File: config.mk
export PLATFORM = sky130hd
export DESIGN_NAME = can_msg_filter
export DESIGN_NICKNAME = d
export VERILOG_FILES = /design/src/rtl/can_filt_pkg.sv /design/src/rtl/can_id_align.sv /design/src/rtl/can_obj_match.sv /design/src/rtl/can_scan_ctrl.sv /design/src/rtl/can_msg_filter.sv
export SDC_FILE = /design/constraint.sdc
export NUM_CORES = 1
export LEC_CHECK = 0
export BUFFER_PORTS_ARGS = -buffer_cell sky130_fd_sc_hd__clkbuf_2
export CORE_ASPECT_RATIO = 1.4
export CORE_MARGIN = 1
export CORE_UTILIZATION = 45
export CTS_CLUSTER_DIAMETER = 30
export DETAILED_ROUTE_END_ITERATION = 8
export HOLD_SLACK_MARGIN = 0.02
export PLACE_DENSITY = 0.77
export SLEW_MARGIN = 30
export SYNTH_ARGS = -nofsm -noshare
export SYNTH_HDL_FRONTEND = slang
export SYNTH_SLANG_ARGS = --single-unit
File: constraint.sdc
create_clock -name clk -period 5.5 [get_ports clk]
set_clock_uncertainty 0.1 [all_clocks]
set_input_delay 1.65 -clock clk [delete_from_list [all_inputs] [get_ports clk]]
set_output_delay 1.65 -clock clk [all_outputs]
set_load 0.02 [all_outputs]
File: src/rtl/can_filt_pkg.sv
`timescale 1ns/1ps
package can_filt_pkg;
  localparam int ID_W  = 29;
  localparam int STD_W = 11;
  localparam int LOW_W = ID_W - STD_W;

  typedef struct packed {
    logic [ID_W-1:0] id;
    logic            ide;
    logic            rtr;
  } frame_t;

  typedef struct packed {
    logic            valid;
    logic            umask;
    logic [ID_W-1:0] id;
    logic            xtd;
    logic            dir;
    logic [ID_W-1:0] msk;
    logic            mxtd;
    logic            mdir;
  } obj_t;
endpackage

File: src/rtl/can_id_align.sv
`timescale 1ns/1ps
module can_id_align
  import can_filt_pkg::*;
(
  input  frame_t          raw,
  output frame_t          algn,
  output logic [ID_W-1:0] lane_en
);
  // Standard identifiers are moved to the top of the field; the low lanes are then idle.
  always_comb begin
    algn = raw;
    if (!raw.ide) algn.id = {raw.id[STD_W-1:0], {LOW_W{1'b0}}};
  end

  for (genvar b = 0; b < ID_W; b++) begin : g_lane
    if (b >= LOW_W) begin : g_top
      assign lane_en[b] = 1'b1;
    end else begin : g_low
      assign lane_en[b] = raw.ide;
    end
  end
endmodule

File: src/rtl/can_obj_match.sv
`timescale 1ns/1ps
module can_obj_match
  import can_filt_pkg::*;
(
  input  frame_t          frm,
  input  logic [ID_W-1:0] lane_en,
  input  obj_t            obj,
  output logic            hit
);
  logic [ID_W-1:0] bit_ok;
  logic            ide_ok;
  logic            dir_ok;

  for (genvar b = 0; b < ID_W; b++) begin : g_bit
    assign bit_ok[b] = !lane_en[b] || (obj.umask && !obj.msk[b]) ||
                       (frm.id[b] == obj.id[b]);
  end

  assign ide_ok = (obj.umask && !obj.mxtd) || (frm.ide == obj.xtd);
  assign dir_ok = (obj.umask && !obj.mdir) || (frm.rtr == obj.dir);
  assign hit    = obj.valid && (&bit_ok) && ide_ok && dir_ok;
endmodule

File: src/rtl/can_scan_ctrl.sv
`timescale 1ns/1ps
module can_scan_ctrl #(
  parameter int NUM_OBJ = 32,
  localparam int IDX_W  = $clog2(NUM_OBJ)
) (
  input  logic             clk,
  input  logic             rst_n,
  input  logic             fire,
  input  logic             obj_hit,
  input  logic             obj_rmten,
  input  logic             frm_rtr,
  output logic             busy,
  output logic [IDX_W-1:0] idx,
  output logic             done,
  output logic             hit_q,
  output logic [IDX_W-1:0] idx_q,
  output logic             txr
);
  localparam logic [IDX_W-1:0] LAST = IDX_W'(NUM_OBJ - 1);

  always_ff @(posedge clk) begin
    if (!rst_n) begin
      busy  <= 1'b0;
      idx   <= '0;
      done  <= 1'b0;
      hit_q <= 1'b0;
      idx_q <= '0;
      txr   <= 1'b0;
    end else begin
      done <= 1'b0;
      txr  <= 1'b0;
      if (busy) begin
        if (obj_hit) begin
          busy  <= 1'b0;
          done  <= 1'b1;
          hit_q <= 1'b1;
          idx_q <= idx;
          txr   <= frm_rtr && obj_rmten;
        end else if (idx == LAST) begin
          busy  <= 1'b0;
          done  <= 1'b1;
          hit_q <= 1'b0;
          idx_q <= '0;
        end else begin
          idx <= idx + 1'b1;
        end
      end else if (fire) begin
        busy <= 1'b1;
        idx  <= '0;
      end
    end
  end
endmodule

File: src/rtl/can_msg_filter.sv
`timescale 1ns/1ps
module can_msg_filter
  import can_filt_pkg::*;
#(
  parameter int NUM_OBJ = 32,
  localparam int IDX_W  = $clog2(NUM_OBJ)
) (
  input  logic             clk,
  input  logic             rst_n,
  input  logic             req_valid,
  output logic             req_ready,
  input  logic [ID_W-1:0]  req_id,
  input  logic             req_ide,
  input  logic             req_rtr,
  output logic [IDX_W-1:0] tbl_addr,
  input  logic             tbl_valid,
  input  logic             tbl_umask,
  input  logic [ID_W-1:0]  tbl_id,
  input  logic             tbl_xtd,
  input  logic             tbl_dir,
  input  logic [ID_W-1:0]  tbl_msk,
  input  logic             tbl_mxtd,
  input  logic             tbl_mdir,
  input  logic             tbl_rmten,
  output logic             res_done,
  output logic             res_hit,
  output logic [IDX_W-1:0] res_idx,
  output logic             res_txrqst_set
);
  frame_t          frm_in, frm_q, frm_al;
  logic [ID_W-1:0] lane_en;
  obj_t            obj;
  logic            busy, fire, obj_hit;

  assign frm_in    = '{id: req_id, ide: req_ide, rtr: req_rtr};
  assign req_ready = !busy;
  assign fire      = req_valid && req_ready;

  always_ff @(posedge clk) begin
    if (!rst_n)    frm_q <= '0;
    else if (fire) frm_q <= frm_in;
  end

  assign obj = '{valid: tbl_valid, umask: tbl_umask, id: tbl_id, xtd: tbl_xtd,
                 dir: tbl_dir, msk: tbl_msk, mxtd: tbl_mxtd, mdir: tbl_mdir};

  can_id_align u_align (
    .raw     (frm_q),
    .algn    (frm_al),
    .lane_en (lane_en)
  );

  can_obj_match u_match (
    .frm     (frm_al),
    .lane_en (lane_en),
    .obj     (obj),
    .hit     (obj_hit)
  );

  can_scan_ctrl #(.NUM_OBJ(NUM_OBJ)) u_ctrl (
    .clk       (clk),
    .rst_n     (rst_n),
    .fire      (fire),
    .obj_hit   (obj_hit),
    .obj_rmten (tbl_rmten),
    .frm_rtr   (frm_q.rtr),
    .busy      (busy),
    .idx       (tbl_addr),
    .done      (res_done),
    .hit_q     (res_hit),
    .idx_q     (res_idx),
    .txr       (res_txrqst_set)
  );
endmodule

==> results of run 1 <==
==> power breakdown <==
group / switching, mW / total [mW] / internal, mW
clock network: 0.110 / 0.200 / 0.0901
registers: 0.0163 / 0.358 / 0.342
logic: 0.0727 / 0.143 / 0.0701
total: 0.199 / 0.701 / 0.502
==> kinds of logic (layout without fill, tap and decap cells) <==
kind of cell             count (synthesis)  after routing
buffers and inverters                   22            128
AND/OR/NAND/NOR                        128            128
XOR/XNOR                                31             31
flip-flops                              45             45
AO/OA/AOI/OAI                           70             70
adder cells (fa/ha/maj)                  2              2
multiplexers                            14             14
==> how the worst max path moves through the flow <==
| stage | cells after the start | end | start |
|---|---|---|---|
| after detailed placement | 8 | u_ctrl.idx_q[3] | tbl_umask |
| final | 8 | u_ctrl.idx_q[3] | tbl_umask |
| after floorplan | 8 | u_ctrl.idx[0] | tbl_umask |
| after global placement | 8 | u_ctrl.idx_q[0] | tbl_umask |
| after CTS | 8 | u_ctrl.idx_q[3] | tbl_umask |
| after global routing | 8 | u_ctrl.done | tbl_umask |
==> tightest hold or removal path, delay by kind of cell (launching register included) <==
family	cells	cell delay (ns)
AO/OA/AOI/OAI	1	0.05
flip-flops	1	0.32
AND/OR/NAND/NOR	1	0.05
==> routing by layer <==
metal	wire [µm]	share of wire (%)	vias to the layer above
met3	431	6.4	20
met5	0	0	-
li1	-	-	1274
met4	208	3.1	0
met2	3430	51	101
met1	2710	40	1157
==> layout make-up <==
| type | instances | area [µm²] | area share, % |
|---|---|---|---|
| Multi-Input combinational cell | 245 | 1460 | 46.6 |
| Sequential cell | 45 | 901 | 28.8 |
| Timing Repair Buffer | 115 | 583 | 18.7 |
| Tap cell | 66 | 82.6 | 2.64 |
| Clock buffer | 7 | 76.3 | 2.44 |
| Inverter | 5 | 18.8 | 0.600 |
| Clock inverter | 1 | 7.51 | 0.240 |
==> through the flow <==
step                      power, mW  setup slack [ns]  area (µm²)  util, %  hold slack (ns)
after floorplan               0.450              1.93        2470        -            0.336
after global placement        0.505              1.30        3040     58.1            0.342
after detailed placement      0.508              1.15        3040     58.1            0.346
after CTS                     0.706              1.48        3130     59.7            0.358
after global routing          0.738              1.25        3130     59.7            0.386
final                         0.701              1.47        3130     59.7            0.361
==> registers in the layout, indices dropped and copies added (netlist names) <==
| signal | cells |
|---|---|
| frm_q | 31 |
| u_ctrl.busy | 1 |
| u_ctrl.done | 1 |
| u_ctrl.hit_q | 1 |
| u_ctrl.idx | 5 |
| u_ctrl.idx_q | 5 |
| u_ctrl.txr | 1 |
==> cells in the final DEF, fill, tap and decap left out, types with 11 or more instances in the layout <==
cell type	n
nor2b_1	14
o21ai_0	11
a21oi_1	33
nor2_1	18
mux2i_1	13
clkbuf_2	112
nand2_1	73
xor2_1	16
dfxtp_1	45
xnor2_1	15
==> reports/results.txt, run 1 <==
Port Buffers - 112
Reg-to-Reg End - u_ctrl.idx_q[3]
Most common cell on crit path - nor2_1
Syn_area_per_cell - 7.91 µm²
Xor-xnor portion of the synthesized cell area - 11.0%
R2R cell count - 7
Commonest cells in the netlist - nand2_1, dfxtp_1, a21oi_1, nor2_1, xor2_1
Clock Pin Slew Worst Setup and Hold Paths - 0.09 ns
Hold EP - frm_q[23]
Top_reg_cell synth - dfxtp_1
Worst EP arrival - 4.12 ns
Outcome - finished, final reports clean
GR Layer Usage met2 - 45.7%
First-pass iteration count of the detailed router - 4
Total congestion overflow - 0
Fin. max-slew vios - 0
Maximum VDD drop - 0.000197 V
Multiplexer area fraction after synthesis - 5.88%
CTS Buffer Depth - 2
Post-synth ARST share - 0%
Grt met3 use - 5.43%
Gr usage total - 24.7%
Net Count, Synth - 413
Adder-cell share of the synthesized area - 1.01%
Via density - 5.27
First-pass GRT wire length - 11000 µm
Headroom to the max-slew limit - 48.2%
Nets - 518
Cts-stage hold buffer count - 0
RR Startpoint - frm_q[1]
Share of post-route cells with drive strength above 1 - 30.9%
Cell Rows - 31
Largest family of logic cells by synthesized area - simple AND/OR/NAND/NOR gates
Post-Synth Simple-Gate Area - 23.9%
Worst-path fanout max - 19
Post-synth EDFFs - 0
Synth Instances - 312
Synth Cell Area - 2470 µm²
Hold/Removal Path Class - reg2reg
Sequential area share after synthesis - 36.5%
Final worst-path cycle share - 73.3%
Pin count of the biggest net entering global routing - 42
Fin Setup TNS - 0 ns
Reg2Reg Setup Slack - 2.36 ns
Clk_lat worst skew - 0.29 ns
Leak - 1.36 nW
Synth Warn # - 0
Post-CTS sizing - 0
M1 GR Usage - 26.9%
GR peak layer - met2
Initial antenna violation count - 0
Crit. End Element - flop
Pwr/cell area - 224 nW/µm²
Most numerous cell in the Yosys netlist - nand2_1
Post-route ant nets - 0
# diodes - 0
CTS buffer count - 5
Post-synth top area share - 36.5%
Slew @ Worst Pin - 0.776 ns
Max Fclk - 248 MHz
Die H - 89.6 µm
Clock sink count - 45
Number of synthesized register bits - 45
Via count - 2552
Layout Cells excl Fill - 484
Detailed Place HPWL - 5220 µm
Final Hold Fails - 0
Worst Setup Start Kind - input port
Die Footprint - 5790 µm²
Initial core utilization - 47.1%
DRT iter0 DRCs - 150
CP Cell Sequence - clkbuf_2 > clkinv_1 > nor2_1 > o22ai_1 > or4_4 > nor2_1 > o2bb2ai_1 > o31a_1
Hold path depth - 2
Wirelength per Cell - 14.0 µm
Layout area overhead - 26.7%
Synth cell types - 37
Postcts setup bufs - 0
RSZ-0062 raised after global routing - false
Final wirelength - 6790 µm
CP max stage cell - nor2_1
CTS tree - built
Compound-cell area share of the yosys netlist - 17.1%
CTS H-Tree Depth - 2
Vias in the first global route - 2547
CP max stage delay - 0.55 ns
Crit path max-delay family - simple AND/OR/NAND/NOR gates
Largest area contributor in the netlist - dfxtp_1
Setup violators final - 0
GPL Wtd Cong - 0.862
Hold Path Origin - frm_q[23]
CP Data Required Time - 5.59 ns
Largest cells by area after synthesis - dfxtp_1, nand2_1, a21oi_1, xor2_1, xnor2_1
CP bufs+invs - 2
DRC - 0
Die width - 64.6 µm
Fill cells - 547
Cells after DPL - 476
Critical path class - in2reg
CTS Root Cell - clkbuf_8
CORE AREA - 5240 µm²
Max-cap viol count - 0
Min Tclk post-route - 4.03 ns
Num ports - 113
(Power assumes the default switching activity.)
==> inputs of run 2 (changes only) <==
- ABC_AREA: default -> 1
- CORE_UTILIZATION: 45 -> 43
- PLACE_DENSITY: 0.77 -> 0.76
- clock period: 5.5 -> 3.3 ns (I/O delays scaled with it)
==> run 2 against run 1 <==
- sequential cell count stayed put
- cell area is 7.2% higher
- utilization is 2.5 points lower
- combinational power rose by 86%
- register-to-register slack got worse by 1.3 ns
- clock power rose to 2.5 times the previous value
- synthesized cell count rose by 33%
- critical endpoint is now u_ctrl.idx_q[2]
- largest power group unchanged
==> reports/results.txt, run 2 <==
Outcome - finished, final reports clean (unchanged)
Cell Rows - 33 (was 31)
Pwr/cell area - 410 nW/µm² (was 224 nW/µm²)
Synth cell types - 29 (was 37)
Nets - 623 (was 518)
Synth Warn # - 0 (unchanged)
Most frequent cells in the layout - nand2_1, clkbuf_2, inv_1, nor2_1, dfxtp_1 (was clkbuf_2, nand2_1, dfxtp_1, a21oi_1, nor2_1)
M1 GR Usage - 25.5% (was 26.9%)
Fill cells - 597 (was 547)
Die Footprint - 6390 µm² (was 5790 µm²)
Internal power - 1.00 mW (was 0.502 mW)
Most common cell on crit path - nand2_1 (was nor2_1)
CP max stage delay - 0.30 ns (was 0.55 ns)
Via density - 4.93 (was 5.27)
Port Buffers - 112 (unchanged)
Fin Setup TNS - 0 ns (unchanged)
Largest area contributor in the netlist - dfxtp_1 (unchanged)
Maximum VDD drop - 0.000273 V (was 0.000197 V)
Gr usage total - 22.7% (was 24.7%)
Total power - 1.37 mW (was 0.701 mW)
Initial antenna violation count - 0 (unchanged)
Max Fclk - 414 MHz
Detailed Place HPWL - 5530 µm (was 5220 µm)
Post-synth top area share - 34.5% (was 36.5%)
CORE AREA - 5860 µm² (was 5240 µm²)
First-pass iteration count of the detailed router - 4 (unchanged)
CTS tree - built (unchanged)
Post-route ant nets - 0 (unchanged)
Worst-path fanout max - 18 (was 19)
Vias in the first global route - 2582 (was 2547)
Post-synth ARST share - 0% (unchanged)
# diodes - 0 (unchanged)
Number of synthesized register bits - 45 (unchanged)
Biggest regs - frm_q: 31 flops, u_ctrl.idx: 5 flops, u_ctrl.idx_q: 5 flops (unchanged)
Commonest cells in the netlist - nand2_1, dfxtp_1, inv_1, nor2_1 (was nand2_1, dfxtp_1, a21oi_1, nor2_1, xor2_1)
Sw frac - 27.1% (was 28.4%)
Syn_area_per_cell - 6.30 µm² (was 7.91 µm²)
Post-CTS sizing - 0 (unchanged)
Layout area overhead - 28.4% (was 26.7%)
Setup violators final - 0 (unchanged)
CTS Buffer Depth - 2 (unchanged)
Final wirelength - 7030 µm (was 6790 µm)
Max-cap viol count - 0 (unchanged)
Cts-stage hold buffer count - 0 (unchanged)
Final Hold Fails - 0 (unchanged)
Slew @ Worst Pin - 0.538 ns (was 0.776 ns)
Num ports - 113 (unchanged)
Worst EP arrival - 2.49 ns (was 4.12 ns)
GR peak layer - met2 (unchanged)
Synth Instances - 414 (was 312)
Hold/Removal Path Class - reg2reg (unchanged)
Min Tclk post-route - 2.41 ns
Combinational Power Share - 19.4% (was 20.4%)
CP max stage cell - or2_2 (was nor2_1)
Fin. max-slew vios - 0 (unchanged)
Sw Pwr - 0.372 mW (was 0.199 mW)
Total congestion overflow - 0 (unchanged)
CTS Root Cell - clkbuf_8 (unchanged)
RSZ-0062 raised after global routing - false (unchanged)
GPL Wtd Cong - 0.811 (was 0.862)
CTS buffer count - 5 (unchanged)
Clock Pin Slew Worst Setup and Hold Paths - 0.09 ns (about the same)
Pin count of the biggest net entering global routing - 36 (was 42)
Most numerous cell in the Yosys netlist - nand2_1 (unchanged)
Worst Setup Start Kind - input port (unchanged)
Post-synth EDFFs - 0 (unchanged)
Clock sink count - 45 (unchanged)
Sequential area share after synthesis - 34.5% (was 36.5%)
Synth Cell Area - 2610 µm² (was 2470 µm²)
Sequential share of power - 44.2% (was 51.1%)
Die width - 67.8 µm (was 64.6 µm)
Headroom to the max-slew limit - 64.0% (was 48.2%)
CTS H-Tree Depth - 2 (unchanged)
Final worst-path cycle share - 73.1%
CP Cell Sequence - clkbuf_2 > inv_2 > or2_2 > nand3_1 > nand2_1 > nor2_1 > nand2_1 > nor2_2 > nand2_4 > nand2_1 > nand2_2 > nand2_1 > a21oi_1 (was clkbuf_2 > clkinv_1 > nor2_1 > o22ai_1 > or4_4 > nor2_1 > o2bb2ai_1 > o31a_1)
Wirelength per Cell - 11.8 µm (was 14.0 µm)
Leak - 1.80 nW (was 1.36 nW)
Grt met3 use - 4.73% (was 5.43%)
DRC - 0 (unchanged)
Most common cell after layout, fill and taps aside - nand2_1 (was clkbuf_2)
Largest cells by area after synthesis - dfxtp_1, nand2_1, inv_1, nor2_1, nand3_1 (was dfxtp_1, nand2_1, a21oi_1, xor2_1, xnor2_1)
GR Layer Usage met2 - 39.9% (was 45.7%)
Top_reg_cell synth - dfxtp_1 (unchanged)
Die H - 94.2 µm (was 89.6 µm)
Max reg flops - 31 (unchanged)
Clk_lat worst skew - 0.30 ns (was 0.29 ns)
Postcts setup bufs - 0 (unchanged)
Clock Power Share - 36.4% (was 28.6%)
Initial core utilization - 44.5% (was 47.1%)
CP Data Required Time - 3.38 ns (was 5.59 ns)
Crit. End Element - flop (unchanged)
Net Count, Synth - 515 (was 413)
Share of post-route cells with drive strength above 1 - 27.2% (was 30.9%)
Top reg by flops - frm_q (unchanged)
First-pass GRT wire length - 11000 µm (about the same)
DRT iter0 DRCs - 102 (was 150)
Critical path class - in2reg (unchanged)
Via count - 2922 (was 2552)
==> run 2: worst max-delay path: cells and delay by family <==
family,cells,cell delay (ns)
buffers and inverters,2,0.28
AO/OA/AOI/OAI,1,0.06
AND/OR/NAND/NOR,10,1.15
==> run 2: power groups by stage <==
stage / clock, mW / sequential (mW) / combinational [mW]
4_1_cts: 0.510 / 0.606 / 0.268
2_1_floorplan: 0 / 0.611 / 0.169
3_5_place_dp: 0 / 0.619 / 0.267
5_1_grt: 0.532 / 0.612 / 0.304
3_3_place_gp: 0 / 0.618 / 0.261
6_report: 0.500 / 0.607 / 0.266
==> run 2: logic make-up after synthesis <==
logic type	synth area share, %
and+or+nand+nor	41.6
AOI/OAI and AO/OA	11.6
buffers and inverters	9.59
xor gates and xnor gates	1.68
adders and majority gates	0.959
DFF	34.5
==> run 2: area by class of cell <==
type | count | area, µm² | share of cell area (%)
Multi-Input combinational cell | 306 | 1460 | 43.5
Sequential cell | 45 | 901 | 26.9
Timing Repair Buffer | 115 | 583 | 17.4
Inverter | 49 | 184 | 5.49
Tap cell | 70 | 87.6 | 2.61
Clock buffer | 5 | 68.8 | 2.05
Clock inverter | 3 | 68.8 | 2.05
==> run 2: per-layer routing <==
layer | vias to the layer above | part of all wire [%]
met5 | - | 0
met3 | 15 | 5.4
met4 | 0 | 3.0
met2 | 81 | 50
met1 | 1302 | 41
li1 | 1524 | -
==> run 2: per-stage QoR <==
step	utilization (%)	setup slack (ns)	instances	cell area, µm²	hold slack [ns]
after CTS	57.1	0.872	593	3350	0.362
after global routing	57.1	0.701	593	3350	0.381
final	57.1	0.886	593	3350	0.360
after global placement	54.8	0.602	585	3210	0.343
after floorplan	-	0.980	414	2610	0.329
after detailed placement	54.8	0.556	585	3210	0.349
==> run 2: worst paths after layout <==
check,startpoint,to,slack (ns),cells past startpoint
min,frm_q[24],frm_q[24],0.36,2
max reg2reg,u_ctrl.busy,frm_q[25],1.07,5
min reg2reg,frm_q[24],frm_q[24],0.36,2
max,tbl_umask,u_ctrl.idx_q[2],0.89,13
==> inputs of run 3 (changes only) <==
- clock period: 3.3 -> 1.96 ns (I/O delays scaled with it)
==> run 3 against run 2 <==
- cell count increased by 1.0%
- clock power rose by 21%
- cell area up 4.5%
- setup slack got worse by 0.81 ns
- hold slack gained 0.0056 ns
- combinational power grew 89%
- routed wire length rose by 6.9%
==> reports/results.txt, run 3 (synthesized netlist as in run 2, its figures left out) <==
Reg2Reg Setup Slack - 0.09 ns (was 1.07 ns)
Most frequent cells in the layout - clkbuf_2, nand2_1, inv_1, nor2_1, dfxtp_1 (was nand2_1, clkbuf_2, inv_1, nor2_1, dfxtp_1)
Max reg flops - 31 (unchanged)
DRC - 0 (unchanged)
CTS Root Cell - clkbuf_8 (unchanged)
Headroom to the max-slew limit - 69.3% (was 64.0%)
Final wirelength - 7510 µm (was 7030 µm)
Outcome - finished, final reports clean (unchanged)
Via density - 4.99 (was 4.93)
Die width - 67.8 µm (unchanged)
Max-cap viol count - 0 (unchanged)
Port Buffers - 112 (unchanged)
Hold Path Origin - frm_q[24] (unchanged)
RR Startpoint - frm_q[1] (was u_ctrl.busy)
Clk_lat worst skew - 0.31 ns (was 0.30 ns)
Layout area overhead - 34.2% (was 28.4%)
Maximum VDD drop - 0.000482 V (was 0.000273 V)
DRT iter0 DRCs - 158 (was 102)
Min Tclk post-route - 1.88 ns
Core Util, Final - 59.7% (was 57.1%)
Crit. End Element - flop (unchanged)
Worst EP arrival - 2.02 ns (was 2.49 ns)
GR peak layer - met2 (unchanged)
Worst Setup Start Kind - input port (unchanged)
Hold EP - frm_q[24] (unchanged)
Worst-path fanout max - 7 (was 18)
Die Footprint - 6390 µm² (unchanged)
Clock sink count - 45 (unchanged)
Most common cell after layout, fill and taps aside - clkbuf_2 (was nand2_1)
Setup violators final - 0 (unchanged)
Slew @ Worst Pin - 0.460 ns (was 0.538 ns)
Placement-stage cell area - 3260 µm² (was 3210 µm²)
Critical path class - in2reg (unchanged)
Reg-to-Reg End - u_ctrl.idx[3] (was frm_q[25])
Wirelength per Cell - 12.5 µm (was 11.8 µm)
CTS H-Tree Depth - 2 (unchanged)
Hold path depth - 2 (unchanged)
Nets - 629 (was 623)
Pin count of the biggest net entering global routing - 34 (was 36)
Fill cells - 564 (was 597)
Post-route ant nets - 0 (unchanged)
# diodes - 0 (unchanged)
GR Layer Usage met2 - 42.3% (was 39.9%)
CTS buffer count - 5 (unchanged)
Setup WS pre-CTS - -0.283 ns (was 0.556 ns)
CTS tree - built (unchanged)
Post-layout instance area - 3500 µm² (was 3350 µm²)
Hold_ws - 0.366 ns (was 0.360 ns)
Vias in the first global route - 2654 (was 2582)
Die H - 94.2 µm (unchanged)
CORE AREA - 5860 µm² (unchanged)
Share of post-route cells with drive strength above 1 - 33.3% (was 27.2%)
CP Data Required Time - 2.10 ns (was 3.38 ns)
Via count - 2989 (was 2922)
Top reg by flops - frm_q (unchanged)
Pwr/cell area - 608 nW/µm² (was 410 nW/µm²)
Fin. max-slew vios - 0 (unchanged)
Leak - 1.86 nW (was 1.80 nW)
Cell Rows - 33 (unchanged)
First-pass iteration count of the detailed router - 4 (unchanged)
Cells after DPL - 590 (was 585)
Worst Setup Slack, final - 0.0792 ns (was 0.886 ns)
Num ports - 113 (unchanged)
RSZ-0062 raised after global routing - true (was false)
Initial antenna violation count - 0 (unchanged)
GPL Wtd Cong - 0.825 (was 0.811)
Biggest regs - frm_q: 31 flops, u_ctrl.idx: 5 flops, u_ctrl.idx_q: 5 flops (unchanged)
Max Fclk - 532 MHz
Final Hold Fails - 0 (unchanged)
Clock Pin Slew Worst Setup and Hold Paths - 0.09 ns (about the same)
Total congestion overflow - 0 (unchanged)
Hold/Removal Path Class - reg2reg (unchanged)
Detailed Place HPWL - 5810 µm (was 5530 µm)
Final worst-path cycle share - 96.0%
Gr usage total - 23.8% (was 22.7%)
Layout Cells excl Fill - 599 (was 593)
Initial core utilization - 44.5% (unchanged)
R2R cell count - 13 (was 5)
First-pass GRT wire length - 11300 µm (was 11000 µm)
CTS Buffer Depth - 2 (unchanged)
M1 GR Usage - 26.0% (was 25.5%)
Grt met3 use - 5.46% (was 4.73%)
-- run 3: cell types whose count changed in the layout (fill, tap and decap cells not counted), moves of 2 or more --
cell	change
nand2_2	+14
bufinv_16	-2
nand2_4	+3
a21oi_2	+5
nand3_2	+5
inv_2	-2
buf_4	+4
nand3_1	-5
nand2_1	-17
a21oi_1	-5
-- run 3: area by class of cell --
class | instances | area (µm²) | share of cell area (%)
Inverter | 49 | 196 | 5.61
Timing Repair Buffer | 121 | 664 | 19.0
Clock inverter | 3 | 21.3 | 0.607
Tap cell | 70 | 87.6 | 2.50
Multi-Input combinational cell | 306 | 1560 | 44.5
Clock buffer | 5 | 68.8 | 1.96
Sequential cell | 45 | 905 | 25.8
-- run 3: worst max-delay path by stage --
stage	slack, ns	to	from
finish	0.08	u_ctrl.idx[3]	tbl_umask
global route	-0.03	u_ctrl.idx_q[0]	frm_q[1]
CTS	0.05	u_ctrl.idx_q[1]	tbl_umask
detailed placement	-0.28	u_ctrl.idx_q[1]	tbl_umask
global placement	-0.26	u_ctrl.idx_q[0]	tbl_umask
floorplan	0.04	u_ctrl.hit_q	tbl_umask
-- run 3: critical path, stage by stage --
cell and delay (ns):
buf_4 0.12, buf_6 0.11, nand2_1 0.06, nand3_2 0.07
nand2_2 0.07, nor2_1 0.10, nand2_1 0.05, nor2_1 0.12
nand2_1 0.07, nor2_2 0.14, nand2_4 0.13, nand3_4 0.15
nand3_2 0.09, a21oi_2 0.13
-- run 3: metal layers --
metal | wire length [µm] | vias up | part of all wire, %
met3 | 366 | 18 | 4.9
met5 | 0 | - | 0
li1 | - | 1538 | -
met2 | 3930 | 77 | 52
met1 | 3010 | 1356 | 40
met4 | 210 | 0 | 2.8
-- run 3: per-stage QoR --
stage	power [mW]	setup TNS (ns)
global placement	1.50	-2.99
global route	2.25	-0.150
CTS	2.10	0
detailed placement	1.51	-3.12
floorplan	1.31	0
finish	2.13	0
-- run 3: what timing repair did --
action,in CTS,in global routing
setup buffers,0,0
endpoints found under the setup margin,0,12
resized for setup,0,41
hold buffers,0,0
endpoints found under the hold margin,0,0
-- run 3: power by group --
| group | internal [mW] | switching [mW] | leakage (nW) |
|---|---|---|---|
| registers | 0.972 | 0.0469 | 0.371 |
| clock network | 0.254 | 0.351 | 0.0445 |
| logic | 0.228 | 0.276 | 1.44 |
